[src/rtl/kbd_tape_pkg.sv]
// Shared constants for the keyboard and cassette port glue.
package kbd_tape_pkg;
    localparam int          KT_NUM_ROWS  = 11;
    localparam int          KT_COL_W     = 8;
    localparam int          KT_ROW_SEL_W = 4;
    localparam int          KT_MERGE_ROW = 6;
    localparam logic [7:0]  KT_CLICK_STEP = 8'h3E;
    localparam logic [7:0]  KT_MODE_RESET = 8'h92;

    typedef enum logic [1:0] {
        KT_ADDR_STATUS = 2'd0,
        KT_ADDR_COLS   = 2'd1,
        KT_ADDR_OUT    = 2'd2,
        KT_ADDR_MODE   = 2'd3
    } kt_addr_e;
endpackage

[src/rtl/kt_row_decoder.sv]
// Selects one matrix row and returns its column byte.
// Assumes active-low columns; out-of-range rows read as all ones (no key).
module kt_row_decoder
    import kbd_tape_pkg::*;
#(
    parameter int NUM_ROWS  = KT_NUM_ROWS,
    parameter int COL_W     = KT_COL_W,
    parameter int ROW_SEL_W = KT_ROW_SEL_W,
    parameter int MERGE_ROW = KT_MERGE_ROW
) (
    input  logic                      clk,
    input  logic                      rst_n,
    input  logic [ROW_SEL_W-1:0]      row_sel,
    input  logic [NUM_ROWS*COL_W-1:0] rows_flat,
    input  logic [COL_W-1:0]          aux_cols,
    output logic [COL_W-1:0]          col_byte
);
    logic [COL_W-1:0] row_arr [NUM_ROWS];

    // Unpack the flat matrix bus into one entry per row.
    for (genvar g = 0; g < NUM_ROWS; g++) begin : g_unpack
        assign row_arr[g] = rows_flat[g*COL_W +: COL_W];
    end

    // Pick the addressed row; a merged row is ANDed with the extra source.
    always_comb begin
        col_byte = '1;
        for (int i = 0; i < NUM_ROWS; i++) begin
            if (row_sel == ROW_SEL_W'(i)) begin
                col_byte = row_arr[i];
                if (i == MERGE_ROW) col_byte = row_arr[i] & aux_cols;
            end
        end
    end

    p_bad_row_ff_r3: assert property (@(posedge clk) disable iff (!rst_n)
        (row_sel >= ROW_SEL_W'(NUM_ROWS)) |-> (col_byte == '1));
    p_merge_r4: assert property (@(posedge clk) disable iff (!rst_n)
        (row_sel == ROW_SEL_W'(MERGE_ROW)) |-> ((col_byte & ~aux_cols) == '0));
endmodule

[src/rtl/kt_status_byte.sv]
// Assembles the status byte from trigger and cassette inputs.
// Assumes the cassette comparator is already a clean digital bit.
module kt_status_byte (
    input  logic [1:0] trig,
    input  logic       tape_present,
    input  logic       tape_rd,
    output logic [7:0] status
);
    // Fixed ones in the low nibble, triggers, active-low ready, read data.
    always_comb status = {tape_rd, ~tape_present, trig, 4'hF};
endmodule

[src/rtl/kt_out_port.sv]
// Holds the output and mode registers and decodes the output bits.
// Assumes a single-cycle write strobe; reset is synchronous, active low.
module kt_out_port
    import kbd_tape_pkg::*;
#(
    parameter int         ROW_SEL_W  = KT_ROW_SEL_W,
    parameter logic [7:0] CLICK_STEP = KT_CLICK_STEP,
    parameter logic [7:0] MODE_RESET = KT_MODE_RESET
) (
    input  logic                 clk,
    input  logic                 rst_n,
    input  logic                 wr_en,
    input  logic [1:0]           addr,
    input  logic [7:0]           wr_data,
    output logic [7:0]           out_reg,
    output logic [7:0]           mode_reg,
    output logic [ROW_SEL_W-1:0] row_sel,
    output logic                 motor_n,
    output logic                 wr_neg,
    output logic [7:0]           dac
);
    // Output register: loads on a write to its address.
    always_ff @(posedge clk) begin
        if (!rst_n)                                    out_reg <= 8'h00;
        else if (wr_en && addr == KT_ADDR_OUT)         out_reg <= wr_data;
    end

    // Mode register: holds the reset value until the CPU rewrites it.
    always_ff @(posedge clk) begin
        if (!rst_n)                                    mode_reg <= MODE_RESET;
        else if (wr_en && addr == KT_ADDR_MODE)        mode_reg <= wr_data;
    end

    // Field decode of the output register.
    always_comb begin
        row_sel = out_reg[ROW_SEL_W-1:0];
        motor_n = out_reg[4];
        wr_neg  = out_reg[5];
        dac     = (out_reg[6] ? CLICK_STEP : 8'h00) + (out_reg[7] ? CLICK_STEP : 8'h00);
    end

    p_reset_clear_r1: assert property (@(posedge clk)
        !rst_n |=> (out_reg == 8'h00));
    p_hold_r10: assert property (@(posedge clk) disable iff (!rst_n)
        (!wr_en || addr != KT_ADDR_OUT) |=> $stable(out_reg));
    p_dac_levels_r8: assert property (@(posedge clk) disable iff (!rst_n)
        (dac == 8'h00) || (dac == CLICK_STEP) || (dac == 8'(CLICK_STEP * 2)));
    p_motor_tracks_r6: assert property (@(posedge clk) disable iff (!rst_n)
        (wr_en && addr == KT_ADDR_OUT) |=> (motor_n == $past(wr_data[4])));
endmodule

[src/rtl/kbd_tape_glue.sv]
// Keyboard matrix and cassette glue behind a four-register byte port.
// Assumes combinational reads; writes take effect at the strobed clock edge.
module kbd_tape_glue
    import kbd_tape_pkg::*;
#(
    parameter int NUM_ROWS  = KT_NUM_ROWS,
    parameter int COL_W     = KT_COL_W,
    parameter int ROW_SEL_W = KT_ROW_SEL_W
) (
    input  logic                      clk,
    input  logic                      rst_n,
    input  logic                      wr_en,
    input  logic [1:0]                addr,
    input  logic [7:0]                wr_data,
    output logic [7:0]                rd_data,
    input  logic [NUM_ROWS*COL_W-1:0] key_rows,
    input  logic [COL_W-1:0]          aux_keys,
    input  logic [1:0]                trig,
    input  logic                      tape_present,
    input  logic                      tape_rd,
    output logic [ROW_SEL_W-1:0]      kbd_row,
    output logic                      tape_motor_n,
    output logic                      tape_wr_neg,
    output logic [7:0]                click_dac
);
    logic [7:0]       out_reg, mode_reg, status;
    logic [COL_W-1:0] col_byte;

    kt_out_port #(.ROW_SEL_W(ROW_SEL_W)) u_out (
        .clk(clk), .rst_n(rst_n), .wr_en(wr_en), .addr(addr), .wr_data(wr_data),
        .out_reg(out_reg), .mode_reg(mode_reg), .row_sel(kbd_row),
        .motor_n(tape_motor_n), .wr_neg(tape_wr_neg), .dac(click_dac)
    );

    kt_row_decoder #(.NUM_ROWS(NUM_ROWS), .COL_W(COL_W), .ROW_SEL_W(ROW_SEL_W)) u_rows (
        .clk(clk), .rst_n(rst_n), .row_sel(kbd_row), .rows_flat(key_rows),
        .aux_cols(aux_keys), .col_byte(col_byte)
    );

    kt_status_byte u_stat (
        .trig(trig), .tape_present(tape_present), .tape_rd(tape_rd), .status(status)
    );

    // Read multiplexer over the four register addresses.
    always_comb begin
        unique case (addr)
            KT_ADDR_STATUS: rd_data = status;
            KT_ADDR_COLS:   rd_data = 8'(col_byte);
            KT_ADDR_OUT:    rd_data = out_reg;
            default:        rd_data = mode_reg;
        endcase
    end
endmodule

[config.mk]
export PLATFORM = sky130hd
export DESIGN_NAME = kbd_tape_glue
export DESIGN_NICKNAME = d
export VERILOG_FILES = /design/src/rtl/kbd_tape_pkg.sv /design/src/rtl/kt_row_decoder.sv /design/src/rtl/kt_status_byte.sv /design/src/rtl/kt_out_port.sv /design/src/rtl/kbd_tape_glue.sv
export SDC_FILE = /design/constraint.sdc
export NUM_CORES = 1
export LEC_CHECK = 0
export BUFFER_PORTS_ARGS = -buffer_cell sky130_fd_sc_hd__buf_2
export CAP_MARGIN = 20
export CORE_MARGIN = 3
export CORE_UTILIZATION = 43
export CTS_CLUSTER_SIZE = 28
export DETAILED_ROUTE_END_ITERATION = 6
export PLACE_DENSITY_LB_ADDON = 0.1
export SLEW_MARGIN = 25
export SYNTH_ARGS = -nofsm -noshare
export SYNTH_HDL_FRONTEND = slang
export SYNTH_HIERARCHICAL = 1
export SYNTH_SLANG_ARGS = --single-unit
[constraint.sdc]
create_clock -name clk -period 2.2 [get_ports clk]
set_input_delay 0.22 -clock clk [delete_from_list [all_inputs] [get_ports clk]]
set_output_delay 0.22 -clock clk [all_outputs]
set_load 0.03 [all_outputs]
-- Yosys cells after proc, flatten, opt, wreduce, memory -nomap -nowiden
Index checks and enable logic that the tools add are counted.
- flip-flop bits (word level): 16
- bits of input ports: 113
- add/sub/neg operators: 1
- equality and inequality tests: 13
- mux-type cells: 14
- bitwise operators: 2
- reductions and logical operators: 4
- operator list (cell ; number):
    8-bit two-way mux ; 11
    8-bit case mux with 3 select lines ; 1
    4-bit by 3-bit == test with 1-bit output, second input constant ; 4
    4-bit == test, second input constant ; 3
    6-bit two-way mux ; 2
    8-bit adder ; 1
    8-bit bitwise AND ; 1
    4-bit by 2-bit == test with 1-bit output, second input constant ; 2
    2-bit == test, second input constant ; 2
    4-bit by 1-bit == test with 1-bit output, second input constant ; 1
    4-bit logical NOT ; 1
    2-bit by 1-bit == test with 1-bit output, second input constant ; 1
    1-bit logical AND ; 2
    2-bit logical NOT ; 1
    1-bit NOT ; 1

-- Longest topological paths before layout
Gate-level depths: netlist (run 1).
- depth in word-level cells: 13
- gate-level depth with buffers: 9

-- Cells and area by module
The synthesis (run 1) kept the hierarchy.
- by module, submodules not included (module ; instances ; cells an instance ; area each (um2) ; seq. area each (um2)):
    kt_row_decoder ; 1 ; 144 ; 1083.5 ; 0.0
    kt_out_port ; 1 ; 83 ; 752.0 ; 320.3
    kbd_tape_glue ; 1 ; 10 ; 196.4 ; 0.0
    kt_status_byte ; 1 ; 9 ; 60.1 ; 0.0

-- Worst setup path after synthesis (run 1)
Ideal clock, no wire load.
- kind: register -> output
- start: register u_out.out_reg[1]
- end: output port rd_data[0]
- arrival: 1980 ps
- required time: 1980 ps
- slack: 0 ps
- cell stages (with the launch flop): 9
- buffers on the path: 3
- path through: dfxtp_1 buf_4 buf_6 buf_2 mux2i_1 nor2_1 nor4_1 a211oi_1 mux4_2
- word-level cells in the longest chain between the ends: 13
- elaborated cells between the ends (all ways): 23
- classes of those cells: eq/ne (10); mux (12); reduce/logical (1)
- RTL lines (item ; RTL line ; source):
    start: declaration ; kt_out_port.sv:15 ; output logic [7:0] out_reg,
    start signal: assignment ; kt_out_port.sv:25 ; else if (wr_en && addr == KT_ADDR_OUT) out_reg <= wr_data;
    4-bit logical NOT ; kt_row_decoder.sv:29 ; if (row_sel == ROW_SEL_W'(i)) begin
    8-bit two-way mux (10 in a row) ; kt_row_decoder.sv:29 ;
    8-bit two-way mux (*) ; kt_row_decoder.sv:29 ;
    net col_byte[0] ; kbd_tape_glue.sv:27 ; logic [COL_W-1:0] col_byte;
    8-bit case mux with 3 select lines (*) ; kbd_tape_glue.sv:46 ; unique case (addr)
    end: declaration ; kbd_tape_glue.sv:15 ; output logic [7:0] rd_data,
The timed path passes the listed nets; every way through them passes the cells marked *.

-- Final worst setup path (run 1)
- start: register u_out.out_reg[1]
- end: output port rd_data[6]
Same word-level chain as after synthesis.

==> results of run 1 <==
==> critical path, stage by stage (launching register included) <==
cell                       delay (ps)
sky130_fd_sc_hd__dfxtp_4          380
sky130_fd_sc_hd__buf_12           160
sky130_fd_sc_hd__inv_2            150
sky130_fd_sc_hd__a221oi_2         400
sky130_fd_sc_hd__o32ai_2          140
sky130_fd_sc_hd__a211oi_2         280
sky130_fd_sc_hd__mux4_2           300
sky130_fd_sc_hd__buf_6            130
==> synth_stat cells (2+ instances only) <==
master                       n  area share [%]
sky130_fd_sc_hd__nor4b_1     8             3.3
sky130_fd_sc_hd__ha_1        2             1.2
sky130_fd_sc_hd__inv_1      16             2.9
sky130_fd_sc_hd__a211oi_1    8             2.9
sky130_fd_sc_hd__buf_4      19             6.8
sky130_fd_sc_hd__clkbuf_1    6             1.1
sky130_fd_sc_hd__o2bb2ai_1   8             3.3
sky130_fd_sc_hd__nor2_1      8             1.4
sky130_fd_sc_hd__a221oi_2    7             5.0
sky130_fd_sc_hd__buf_6       5             2.7
sky130_fd_sc_hd__nand4_1     3            0.90
sky130_fd_sc_hd__nor3_1      8             1.9
sky130_fd_sc_hd__o32ai_1     8             3.3
sky130_fd_sc_hd__nand2_1    30             5.4
sky130_fd_sc_hd__a211o_1     8             3.3
sky130_fd_sc_hd__mux4_2      8             8.6
sky130_fd_sc_hd__nor4_1      8             2.4
sky130_fd_sc_hd__dfxtp_1    16              15
sky130_fd_sc_hd__o22a_1      8             3.3
sky130_fd_sc_hd__conb_1      2            0.36
sky130_fd_sc_hd__mux2i_1    29              14
sky130_fd_sc_hd__buf_2       8             1.9
sky130_fd_sc_hd__o211ai_1    3             1.1
sky130_fd_sc_hd__nor2b_1     8             2.4
==> through the flow <==
stage | cells | hold slack [ps] | cell area (um^2) | power, mW
after floorplan | 250 | 362 | 2110 | 0.608
after global placement | 417 | 444 | 2690 | 0.753
after detailed placement | 417 | 456 | 2690 | 0.756
after CTS | 424 | 234 | 3090 | 1.05
after global routing | 424 | 241 | 3190 | 1.14
final | 424 | 237 | 3190 | 1.08
==> per-layer routing <==
layer  vias to the layer above  GRT usage (%)  part of all wire (%)
met4                         0           6.80                   1.3
met1                      1074           30.2                    40
met5                         -              0                     0
met2                        84           42.1                    53
li1                       1137              -                     -
met3                        10           1.19                   5.0
==> what timing repair did <==
item,in CTS,in global routing
endpoints found under the hold margin,0,0
setup endpoints to repair,8,8
gates resized for setup,56,15
cloned,2,0
buffers inserted,2,0
pin swaps,16,2
==> layout by cell type, fill, tap and decap left out, types with 4 or more instances in the layout <==
cell type,Yosys,routed
sky130_fd_sc_hd__buf_2,8,124
sky130_fd_sc_hd__nor3_1,8,8
sky130_fd_sc_hd__nor4b_1,8,5
sky130_fd_sc_hd__a221oi_4,0,4
sky130_fd_sc_hd__mux2i_1,29,21
sky130_fd_sc_hd__mux4_2,8,8
sky130_fd_sc_hd__inv_1,16,16
sky130_fd_sc_hd__buf_12,1,5
sky130_fd_sc_hd__dfxtp_1,16,14
sky130_fd_sc_hd__a211oi_2,0,7
sky130_fd_sc_hd__buf_4,19,8
sky130_fd_sc_hd__nand2_1,30,29
sky130_fd_sc_hd__nor2b_1,8,8
sky130_fd_sc_hd__o2bb2ai_1,8,8
sky130_fd_sc_hd__nor4_2,0,6
sky130_fd_sc_hd__o22a_1,8,8
sky130_fd_sc_hd__a221oi_2,7,4
sky130_fd_sc_hd__a211o_1,8,8
sky130_fd_sc_hd__mux2i_4,0,5
sky130_fd_sc_hd__o32ai_2,0,8
sky130_fd_sc_hd__conb_1,2,6
sky130_fd_sc_hd__buf_6,5,8
sky130_fd_sc_hd__nor2_1,8,6
==> kinds of logic after synthesis <==
kind of cell	Yosys count
AOI/OAI and AO/OA	51
adders and majority gates	2
DFF	16
and+or+nand+nor	80
buffers and inverters	58
other	2
muxes	37
==> report_power, final <==
part / leakage (nW) / internal (mW) / switching (mW)
logic: 1.29 / 0.280 / 0.280
registers: 0.132 / 0.300 / 0.00981
clock network: 0.0216 / 0.121 / 0.0906
==> how the worst max path moves through the flow <==
stage	start	end	slack, ps	cells past startpoint
floorplan	u_out/out_reg[1]	rd_data[0]	0.02	8
global placement	u_out/out_reg[1]	rd_data[6]	-50	6
detailed placement	u_out/out_reg[1]	rd_data[6]	-110	6
CTS	u_out/out_reg[0]	rd_data[4]	-160	7
global route	u_out/out_reg[0]	rd_data[6]	-260	8
finish	u_out/out_reg[1]	rd_data[6]	-200	7
==> final cells by class <==
cell class / count / share of cell area [%]
well taps: 65 / 2.55
repair buffers: 147 / 29.2
multi-input cells: 176 / 54.7
flip-flops and latches: 16 / 10.3
clock buffers: 3 / 1.29
inverters: 17 / 2.00
==> impl_metrics.toml, run 1 <==
[drt]
dr_total_vias = 2305
route.detailed.vias_per_inst = 5.44
antenna_left = 0
drcViolationCount = 0
post_drt_wl_per_cell_um = 16.8
drt_pre_antenna_iters = 4
drt_first_iter_violations = 187
wirelength_um = 7110

[cells_and_area]
final_nets = 476
layout-area-overhead-vs-synth_pct = 52.5
antenna_cells = 0
fillerInstances = 368
multi_input_area_um2 = 1740
utilization_pct = 70.3
register_area_um2 = 328
fraction_of_layout_cells_with_a_size_suffix_above_1_pct = 58.2

[critical_path]
worst-endpoint-arrival_ps = 2180
worst_reg2reg_setup_slack_ps = 1260
worstPathRequired_ps = 1980
critical_path.reg2reg.endpoint = "u_out/out_reg[2]"
crit_type = "register to output port"
worst-r2r-cell-count = 3
crit_path_max_fanout = 14
critical_path.startpoint_type = "register"
regToRegStartpoint = "u_out/out_reg[2]"
timing.critical_path.to_type = "output port"

[placed_design]
io_buffers = 132
dpl.hpwl_um = 5240
gpl.final_weighted_congestion = 0.860
post-place-ws_ps = -113

[die]
die_x_um = 75.8
row_count = 24
initial_core_util_pct = 46.1
fp.dieArea_um2 = 5740
die_h_um = 75.8
num_io_pins = 135
core-area_um2 = 4530

[cts]
tritoncts_clock_tree = "done"
cts_made_buffers = 3
cts_hold_repair.buffers = 0
htree_levels = 1
clk_latency_ps = 240
cts_sinks = 16
cts_max_path_buffers = 2
clockRootBuffer = "sky130_fd_sc_hd__clkbuf_8"
register_clock_pin_slew_on_the_reported_worst_setup_and_hold_paths_ps = 60

[logic_synthesis]
post_synth_instance_area_um2 = 2090
synth-seq-cells = 16
synth_adder_area_share_pct = 1.20
postSynthCellCount = 246
synth_cell_types = 36
yosys_warnings = 6
synth_simple_gate_area_share_pct = 20.8
primary_ff_master_synth = "sky130_fd_sc_hd__dfxtp_1"
synth_area_in_xor_xnor_pct = 0
compound_gate_portion_of_the_synthesized_area_pct = 22.8
synthesis.area_per_instance_um2 = 8.50
dominant_combinational_cell_family_by_area_after_synthesis = "compound AO/OA/AOI/OAI gates"
synth.yosys.seq_area_share_pct = 15.3
synth.area.mux_share_pct = 22.5
asr_flop_ratio_synth_pct = 0
synth_edf_count = 0

[global_routing]
initial_antenna_violation_count = 0
grt_use_total_pct = 23.5
largest_net_degree_at_the_start_of_global_routing = 40
global_route_wire_length_before_repair_um = 10400
overflow = 0
vias_in_the_first_global_route = 2131

[hold_path]
hold_end = "u_out/out_reg[7]"
hold-path-cell-count = 3
hold_start = "wr_data[7]"
worstHoldPathType = "input pin to register"

[power_and_ir_drop]
max-vdd-ir-drop_v = 0.000371
leak_pwr_nw = 1.44
cellPowerDensity_nw_per_um2 = 339

[timing]
worst_setup_slack_final_ps = -202
hold_viol_final = 0
fin_skew_ps = 0
period_share_pct = 109
setup_viol_count_final = 8
min_period_ps = 2400
rsz0062_at_grt = "yes"
total_negative_setup_slacks_ps = -1300
maxClockFrequency_mhz = 416
final-max-slew-violation-count = 0

[flow_run]
drv.max_cap_violation_count = 0

[run_status]
outcome = "finished, violations left"
violations = "negative setup slack"
Note: power is estimated with default switching activity, not from simulation.
==> inputs of run 2 (changes only) <==
- MAX_ROUTING_LAYER: not set -> met4
==> impl_metrics.toml, run 2 (synthesized netlist as in run 1, its figures left out) <==
[drt]
antenna_left = 0
drt_pre_antenna_iters = 4
drt_first_iter_violations = 240
post_drt_wl_per_cell_um = 16.8
wirelength_um = 7120
dr_total_vias = 2325
drcViolationCount = 0
route.detailed.vias_per_inst = 5.48

[global_routing]
grt_use_total_pct = 24.2
overflow = 0
global_route_wire_length_before_repair_um = 10400
initial_antenna_violation_count = 0
largest_net_degree_at_the_start_of_global_routing = 40
vias_in_the_first_global_route = 2127

[cells_and_area]
stdcell_count = 424
register_area_um2 = 328
fraction_of_layout_cells_with_a_size_suffix_above_1_pct = 58.2
layout-area-overhead-vs-synth_pct = 52.5
multi_input_area_um2 = 1740
most_used_cells_in_the_layout_excluding_fill_and_tap_cells = "sky130_fd_sc_hd__buf_2, sky130_fd_sc_hd__nand2_1, sky130_fd_sc_hd__mux2i_1, sky130_fd_sc_hd__inv_1, sky130_fd_sc_hd__dfxtp_1"
final_nets = 476
final_common_cell = "sky130_fd_sc_hd__buf_2"
fillerInstances = 368
antenna_cells = 0

[cts]
cts_made_buffers = 3
tritoncts_clock_tree = "done"
cts_sinks = 16
register_clock_pin_slew_on_the_reported_worst_setup_and_hold_paths_ps = 60
cts_hold_repair.buffers = 0
htree_levels = 1
cts_max_path_buffers = 2
clockRootBuffer = "sky130_fd_sc_hd__clkbuf_8"
clk_latency_ps = 240

[critical_path]
worst-r2r-cell-count = 3
timing.critical_path.to_type = "output port"
critical_path.reg2reg.endpoint = "u_out/out_reg[2]"
worstPathRequired_ps = 1980
worst-endpoint-arrival_ps = 2170
crit_path_max_fanout = 8
crit_type = "register to output port"
critical_path.startpoint_type = "register"
worst_reg2reg_setup_slack_ps = 1260
regToRegStartpoint = "u_out/out_reg[2]"

[die]
row_count = 24
die_x_um = 75.8
initial_core_util_pct = 46.1
core-area_um2 = 4530
num_io_pins = 135
fp.dieArea_um2 = 5740
die_h_um = 75.8

[hold_path]
hold-path-cell-count = 3
worstHoldPathType = "input pin to register"
hold_start = "wr_data[7]"
hold_end = "u_out/out_reg[7]"

[placed_design]
io_buffers = 132
gpl.final_weighted_congestion = 0.874
number_of_cells_in_the_design_after_placement = 417
dpl.hpwl_um = 5240

[timing]
worst_setup_slack_final_ps = -188
maxClockFrequency_mhz = 419
hold_viol_final = 0
setup_viol_count_final = 8
period_share_pct = 109
min_period_ps = 2390
rsz0062_at_grt = "yes"
fin_skew_ps = 0
final-max-slew-violation-count = 0
finalHoldWorstSlack_ps = 236

[flow_run]
drv.max_cap_violation_count = 0

[power_and_ir_drop]
max-vdd-ir-drop_v = 0.000373
cellPowerDensity_nw_per_um2 = 340
leak_pwr_nw = 1.44

[run_status]
outcome = "finished, violations left"
violations = "negative setup slack"
## run 2: cell counts in the layout (fill, tap and decap cells not counted)
No cell type changed its count.
## run 2: repair_timing
action / in CTS / in global routing
hold endpoints to repair: 0 / 0
endpoints found under the setup margin: 8 / 8
pin swaps: 16 / 2
gates resized for setup: 56 / 15
gates cloned: 2 / 0
buffers inserted: 2 / 0
## run 2: metrics by stage
step	utilization, %	worst slack, ps	instance area [um^2]	total power, mW	setup TNS (ps)
6_report	70.3	-188	3190	1.08	-1290
4_1_cts	68.1	-159	3090	1.05	-1100
5_1_grt	70.3	-258	3190	1.14	-1890
3_3_place_gp	59.3	-49.1	2690	0.753	-191
3_5_place_dp	59.3	-113	2690	0.756	-682
2_1_floorplan	-	0.0180	2110	0.608	0
## run 2: cell type report
cell class | instances | area share [%]
Inverter | 17 | 2.00
Multi-Input combinational cell | 176 | 54.7
Timing Repair Buffer | 147 | 29.2
Sequential cell | 16 | 10.3
Tap cell | 65 | 2.55
Clock buffer | 3 | 1.29
## run 2: worst max path at each step
stage / startpoint / to / slack [ps] / cells past startpoint
floorplan: u_out/out_reg[1] / rd_data[0] / 0.02 / 8
global placement: u_out/out_reg[1] / rd_data[6] / -50 / 6
detailed placement: u_out/out_reg[1] / rd_data[6] / -110 / 6
CTS: u_out/out_reg[0] / rd_data[4] / -160 / 7
global route: u_out/out_reg[1] / rd_data[6] / -260 / 7
finish: u_out/out_reg[0] / rd_data[7] / -190 / 7
## run 2: power breakdown
group	leakage [nW]	internal [mW]	switching (mW)
Combinational	1.29	0.281	0.279
Sequential	0.132	0.300	0.00989
Clock	0.0216	0.121	0.0925
## run 2: layer usage
metal / routed length, um / part of all wire (%) / global-route usage, %
met3: 378 / 5.3 / 1.19
met5: 0 / 0 / -
met4: 124 / 1.7 / 6.80
met1: 2870 / 40 / 30.4
met2: 3750 / 53 / 42.1
## run 2: critical path: stages, from the launching register on
cell and delay [ps]:
sky130_fd_sc_hd__dfxtp_4 410, sky130_fd_sc_hd__buf_12 170, sky130_fd_sc_hd__or3b_4 230, sky130_fd_sc_hd__nor2_1 90
sky130_fd_sc_hd__nor4_2 330, sky130_fd_sc_hd__a211oi_2 70, sky130_fd_sc_hd__mux4_2 450, sky130_fd_sc_hd__buf_4 180
